## src/rtl/norm_shift_pkg.sv

```systemverilog
package norm_shift_pkg;
  typedef enum logic [2:0] {
    OP_LSH    = 3'd0,
    OP_ASH    = 3'd1,
    OP_NORM   = 3'd2,
    OP_DENORM = 3'd3,
    OP_EXP    = 3'd4
  } shift_op_e;
endpackage

```

## src/rtl/sign_exp_detect.sv

```systemverilog
module sign_exp_detect #(
  parameter int DATA_W = 16,
  parameter int EXP_W  = 8
) (
  input  logic [DATA_W-1:0] data_i,
  output logic [EXP_W-1:0]  exp_o
);
  logic [DATA_W-2:0] run;

  // run[i]: every bit from DATA_W-2 down to i copies the sign
  for (genvar i = DATA_W - 2; i >= 0; i--) begin : g_run
    if (i == DATA_W - 2) begin : g_top
      assign run[i] = (data_i[i] == data_i[DATA_W-1]);
    end else begin : g_rest
      assign run[i] = run[i+1] & (data_i[i] == data_i[DATA_W-1]);
    end
  end

  assign exp_o = EXP_W'(0) - EXP_W'($countones(run));
endmodule

```

## src/rtl/barrel_core.sv

```systemverilog
module barrel_core #(
  parameter int W     = 32,
  parameter int CNT_W = 8
) (
  input  logic [W-1:0]     val_i,
  input  logic [CNT_W-1:0] cnt_i,
  input  logic             fill_i,
  output logic [W-1:0]     res_o
);
  localparam int ST    = $clog2(W);
  localparam int MAG_W = CNT_W + 1;

  logic             right;
  logic [MAG_W-1:0] mag;
  logic             big;
  logic [W-1:0]     lsh [0:ST];
  logic [W-1:0]     rsh [0:ST];

  assign right = cnt_i[CNT_W-1];
  assign mag   = right ? (MAG_W'(0) - {cnt_i[CNT_W-1], cnt_i}) : {1'b0, cnt_i};
  assign big   = |mag[MAG_W-1:ST];

  assign lsh[0] = val_i;
  assign rsh[0] = val_i;

  for (genvar s = 0; s < ST; s++) begin : g_stage
    localparam int SH = 1 << s;
    logic [2*W-1:0] r_ext;
    assign r_ext    = {{W{fill_i}}, rsh[s]} >> SH;
    assign lsh[s+1] = mag[s] ? (lsh[s] << SH) : lsh[s];
    assign rsh[s+1] = mag[s] ? r_ext[W-1:0] : rsh[s];
  end

  always_comb begin
    if (big) res_o = right ? {W{fill_i}} : '0;
    else     res_o = right ? rsh[ST] : lsh[ST];
  end
endmodule

```

## src/rtl/norm_shifter.sv

```systemverilog
module norm_shifter
  import norm_shift_pkg::*;
#(
  parameter int DATA_W = 16,
  parameter int CNT_W  = 8
) (
  input  logic                clk_i,
  input  logic                rst_ni,
  input  logic                valid_i,
  input  logic [2:0]          op_i,
  input  logic                hi_i,
  input  logic                or_i,
  input  logic [DATA_W-1:0]   data_i,
  input  logic [CNT_W-1:0]    shift_i,
  output logic [2*DATA_W-1:0] result_o,
  output logic [CNT_W-1:0]    exp_o
);
  localparam int RES_W = 2 * DATA_W;

  logic [RES_W-1:0] placed, shifted, res_q;
  logic [CNT_W-1:0] exp_new, exp_q, cnt;
  logic             fill, sext, res_we, exp_we;

  sign_exp_detect #(.DATA_W(DATA_W), .EXP_W(CNT_W)) u_exp (
    .data_i (data_i),
    .exp_o  (exp_new)
  );

  assign sext = (op_i == OP_ASH);

  always_comb begin
    if (hi_i)      placed = {data_i, {DATA_W{1'b0}}};
    else if (sext) placed = {{DATA_W{data_i[DATA_W-1]}}, data_i};
    else           placed = {{DATA_W{1'b0}}, data_i};
  end

  assign fill = (op_i != OP_LSH) & placed[RES_W-1];

  always_comb begin
    case (op_i)
      OP_NORM:   cnt = hi_i ? (CNT_W'(0) - exp_new) : (CNT_W'(0) - exp_q);
      OP_DENORM: cnt = exp_q;
      default:   cnt = shift_i;
    endcase
  end

  barrel_core #(.W(RES_W), .CNT_W(CNT_W)) u_core (
    .val_i  (placed),
    .cnt_i  (cnt),
    .fill_i (fill),
    .res_o  (shifted)
  );

  assign res_we = valid_i & (op_i <= OP_DENORM);
  assign exp_we = valid_i & ((op_i == OP_EXP) | ((op_i == OP_NORM) & hi_i));

  always_ff @(posedge clk_i or negedge rst_ni) begin
    if (!rst_ni) begin
      res_q <= '0;
      exp_q <= '0;
    end else begin
      if (res_we) res_q <= or_i ? (res_q | shifted) : shifted;
      if (exp_we) exp_q <= exp_new;
    end
  end

  assign result_o = res_q;
  assign exp_o    = exp_q;
endmodule

```

## config.mk

```make
export PLATFORM = sky130hd
export DESIGN_NAME = norm_shifter
export DESIGN_NICKNAME = d
export VERILOG_FILES = /design/src/rtl/norm_shift_pkg.sv /design/src/rtl/sign_exp_detect.sv /design/src/rtl/barrel_core.sv /design/src/rtl/norm_shifter.sv
export SDC_FILE = /design/constraint.sdc
export NUM_CORES = 1
export LEC_CHECK = 0
export CORE_MARGIN = 4
export CORE_UTILIZATION = 30
export DETAILED_ROUTE_END_ITERATION = 12
export GPL_TIMING_DRIVEN = 0
export HOLD_SLACK_MARGIN = 0.1
export MAX_ROUTING_LAYER = met4
export SLEW_MARGIN = 10
export SYNTH_ARGS = -nofsm -noshare
export SYNTH_HDL_FRONTEND = slang
export SYNTH_HIERARCHICAL = 1
export SYNTH_SLANG_ARGS = --single-unit
```

## constraint.sdc

```tcl
create_clock -name clk_i -period 5.37 [get_ports clk_i]
set_input_delay 1.074 -clock clk_i [delete_from_list [all_inputs] [get_ports clk_i]]
set_output_delay 1.074 -clock clk_i [all_outputs]
set_load 0.02 [all_outputs]
```

==> reports/results.ini <==
[yosys]
synth_cell_types=78
synth.avg_cell_area_um2=7.495
async_reset_ff_frac=1.000
ys.flop_type=dfrtp_1
synthCells=897
syn_nets=952
synth_seq_cells=40
syn_area_mm2=0.006723
yosys_warnings=6
synth-seq-area-share=0.1489
synth_edf_count=0

[run]
maxCapViolCount=0

[floorplanning]
rows=54
die_w_um=157.7
start_util=0.3062
die_h_um=157.7
core_mm2=0.02196
die_area_mm2=0.02487
ioPinCount=72

[detailed_routing]
wirelength_um=31730
post_drt_wl_per_cell_um=23.73
firstDrtPassIters=6
vias_per_cell=6.174
drc=0
ant_nets=0
vias=8254
first_iter_violations=999

[power]
power.leakage_nw=4.038
p_per_area_mw_per_mm2=378.6
peakVddDrop_uv=248.4
finalPower_w=0.003793

[sta]
max_slew_margin=0.3500
period_minus_slack_ns=8.215
rsz0062_at_grt=yes
holdWs_ns=0.4946
setup_ws_ns=-2.845
worst_slew_pin_slew_ns=0.9750
clock_skew_ns=0.004660
fin_crit_sh=1.530
hold_violations=0
finalMaxSlewViolations=0
fmax_ghz=0.1217
setup_viol=37

[clock_tree]
cts_sinks=40
cts_buffers=5
path_clk_slew_ns=0.06
root_buffer=clkbuf_16
cts_max_level=2
cts_tree=yes
holdBufCountCts=0
insertion_delay_ns=0.30
cts_buffer_depth=2

[finish]
final_util=0.4562
n_antenna_cell=0
final_cell_mix=127 x nand2_1, 68 x buf_4, 60 x nor2_1
final_nets=1111
layout_commonest_cell=nand2_1
drive_gt1_frac=0.3652
areaGrowthSynthToFinish_pct=49.02
stdcell_count=1337

[global_route]
antenna_found_initial=0
first_global_vias=7971
grt_pass1_wl_um=47480
grt_remaining_overflow=0
use_met3=0.04183
met1_usage=0.3370
grtUsageMet2=0.3934
grt.busiest_layer=met2
grt_max_degree=29
grtUsageTotal=0.2527

[outcome]
violations=negative setup slack
status=finished, violations left

[setup_path]
worst-setup-path-type=input port to flip-flop
required_ns=5.56
cp_data_arrival_time_ns=8.41
cp-end-kind=flip-flop
critPathMaxFanout=6
slowest_stage=fa_2
startpoint_type=input port
max_stage_delay_ns=0.55

[placement]
io_buffers=71
gp_congestion=1.020
dp_slack_ns=-4.250
dpl.hpwl_um=23390
place_inst=1249

[hold_path]
hold_class=flip-flop to flip-flop

## where the power goes
group          switching (W)  total (W)  internal, W
logic                0.00167    0.00294      0.00128
clock network       0.000134   0.000353     0.000219
registers          0.0000909   0.000498     0.000408
total                0.00189    0.00379      0.00190
## path summary, 6_finish.rpt
path                                end        start  slack (ns)  cells past startpoint
max                        result_o[17]    data_i[7]       -2.84                     33
min                         result_o[3]  result_o[3]        0.49                      1
max reg2reg                result_o[20]     exp_o[0]        0.93                     15
min reg2reg                 result_o[3]  result_o[3]        0.49                      1
max in group asynchronous      exp_o[0]       rst_ni        4.25                      2
min in group asynchronous   result_o[4]       rst_ni        0.66                      1
## metrics by stage
step           area, um^2  setup TNS [ns]
2_1_floorplan        6919          -75.38
3_3_place_gp         7980         -134.38
5_1_grt             10020          -93.47
3_5_place_dp         7995         -136.53
4_1_cts              9400          -89.42
6_report            10020          -88.51
## registers in the layout (all words and copies together) (netlist names)
signal    cells
exp_o         8
result_o     32
## worst max-delay path: cells and delay by family
| kind | cells | cell delay, ns |
|---|---|---|
| compound gates | 8 | 1.58 |
| simple gates | 4 | 1.03 |
| mux | 2 | 0.51 |
| fa+ha+maj | 8 | 2.96 |
| buf+inv | 10 | 1.05 |
| xor+xnor | 1 | 0.20 |
## what timing repair did
action / in CTS / in global routing
gates cloned: 2 / 0
setup endpoints to repair: 39 / 37
setup buffers: 56 / 27
pin swaps: 37 / 62
gates resized for setup: 228 / 117
## cell families after synthesis
logic type               synth area share
AND/OR/NAND/NOR                    0.2447
AO/OA/AOI/OAI                      0.2581
multiplexers                       0.2148
buffers and inverters             0.06086
flip-flops                         0.1489
adder cells (fa/ha/maj)           0.05174
XOR/XNOR                          0.02084
## synth_stat cells (6+ instances only)
library cell | instances | area, um^2
buf_1 | 7 | 26.28
inv_1 | 23 | 86.33
a21oi_1 | 76 | 380.4
nand3_1 | 33 | 165.2
o221ai_1 | 13 | 113.9
nor2_1 | 74 | 277.8
mux2_2 | 41 | 461.7
ha_1 | 15 | 187.7
clkbuf_1 | 34 | 127.6
nand2b_1 | 8 | 50.05
o22ai_1 | 9 | 56.30
a211oi_1 | 6 | 45.04
or3_1 | 7 | 43.79
and2_1 | 6 | 37.54
xor2_1 | 11 | 96.34
nor3_1 | 16 | 80.08
nor2b_1 | 20 | 125.1
nand2_1 | 135 | 506.7
buf_2 | 24 | 120.1
o21ai_0 | 42 | 210.2
dfrtp_1 | 40 | 1001
fa_1 | 8 | 160.2
a31oi_1 | 9 | 56.30
a22o_1 | 33 | 289.0
mux4_2 | 11 | 247.7
o211ai_1 | 16 | 120.1
mux2i_1 | 72 | 720.7
## area by class of cell
class / count / area, um^2
Timing Repair Buffer: 154 / 1439
Fill cell: 2102 / 11940
Sequential cell: 40 / 1001
Buffer: 68 / 539.3
Clock inverter: 3 / 42.54
Multi-Input combinational cell: 763 / 6426
Clock buffer: 5 / 125.1
Inverter: 24 / 95.09
Tap cell: 280 / 350.3
## layer usage
| metal | vias to the layer above | part of all wire |
|---|---|---|
| li1 | 3647 | - |
| met1 | 3968 | 0.41 |
| met2 | 538 | 0.46 |
| met3 | 101 | 0.095 |
| met5 | - | 0 |
| met4 | 0 | 0.036 |
Note: power is estimated with default switching activity, not from simulation.
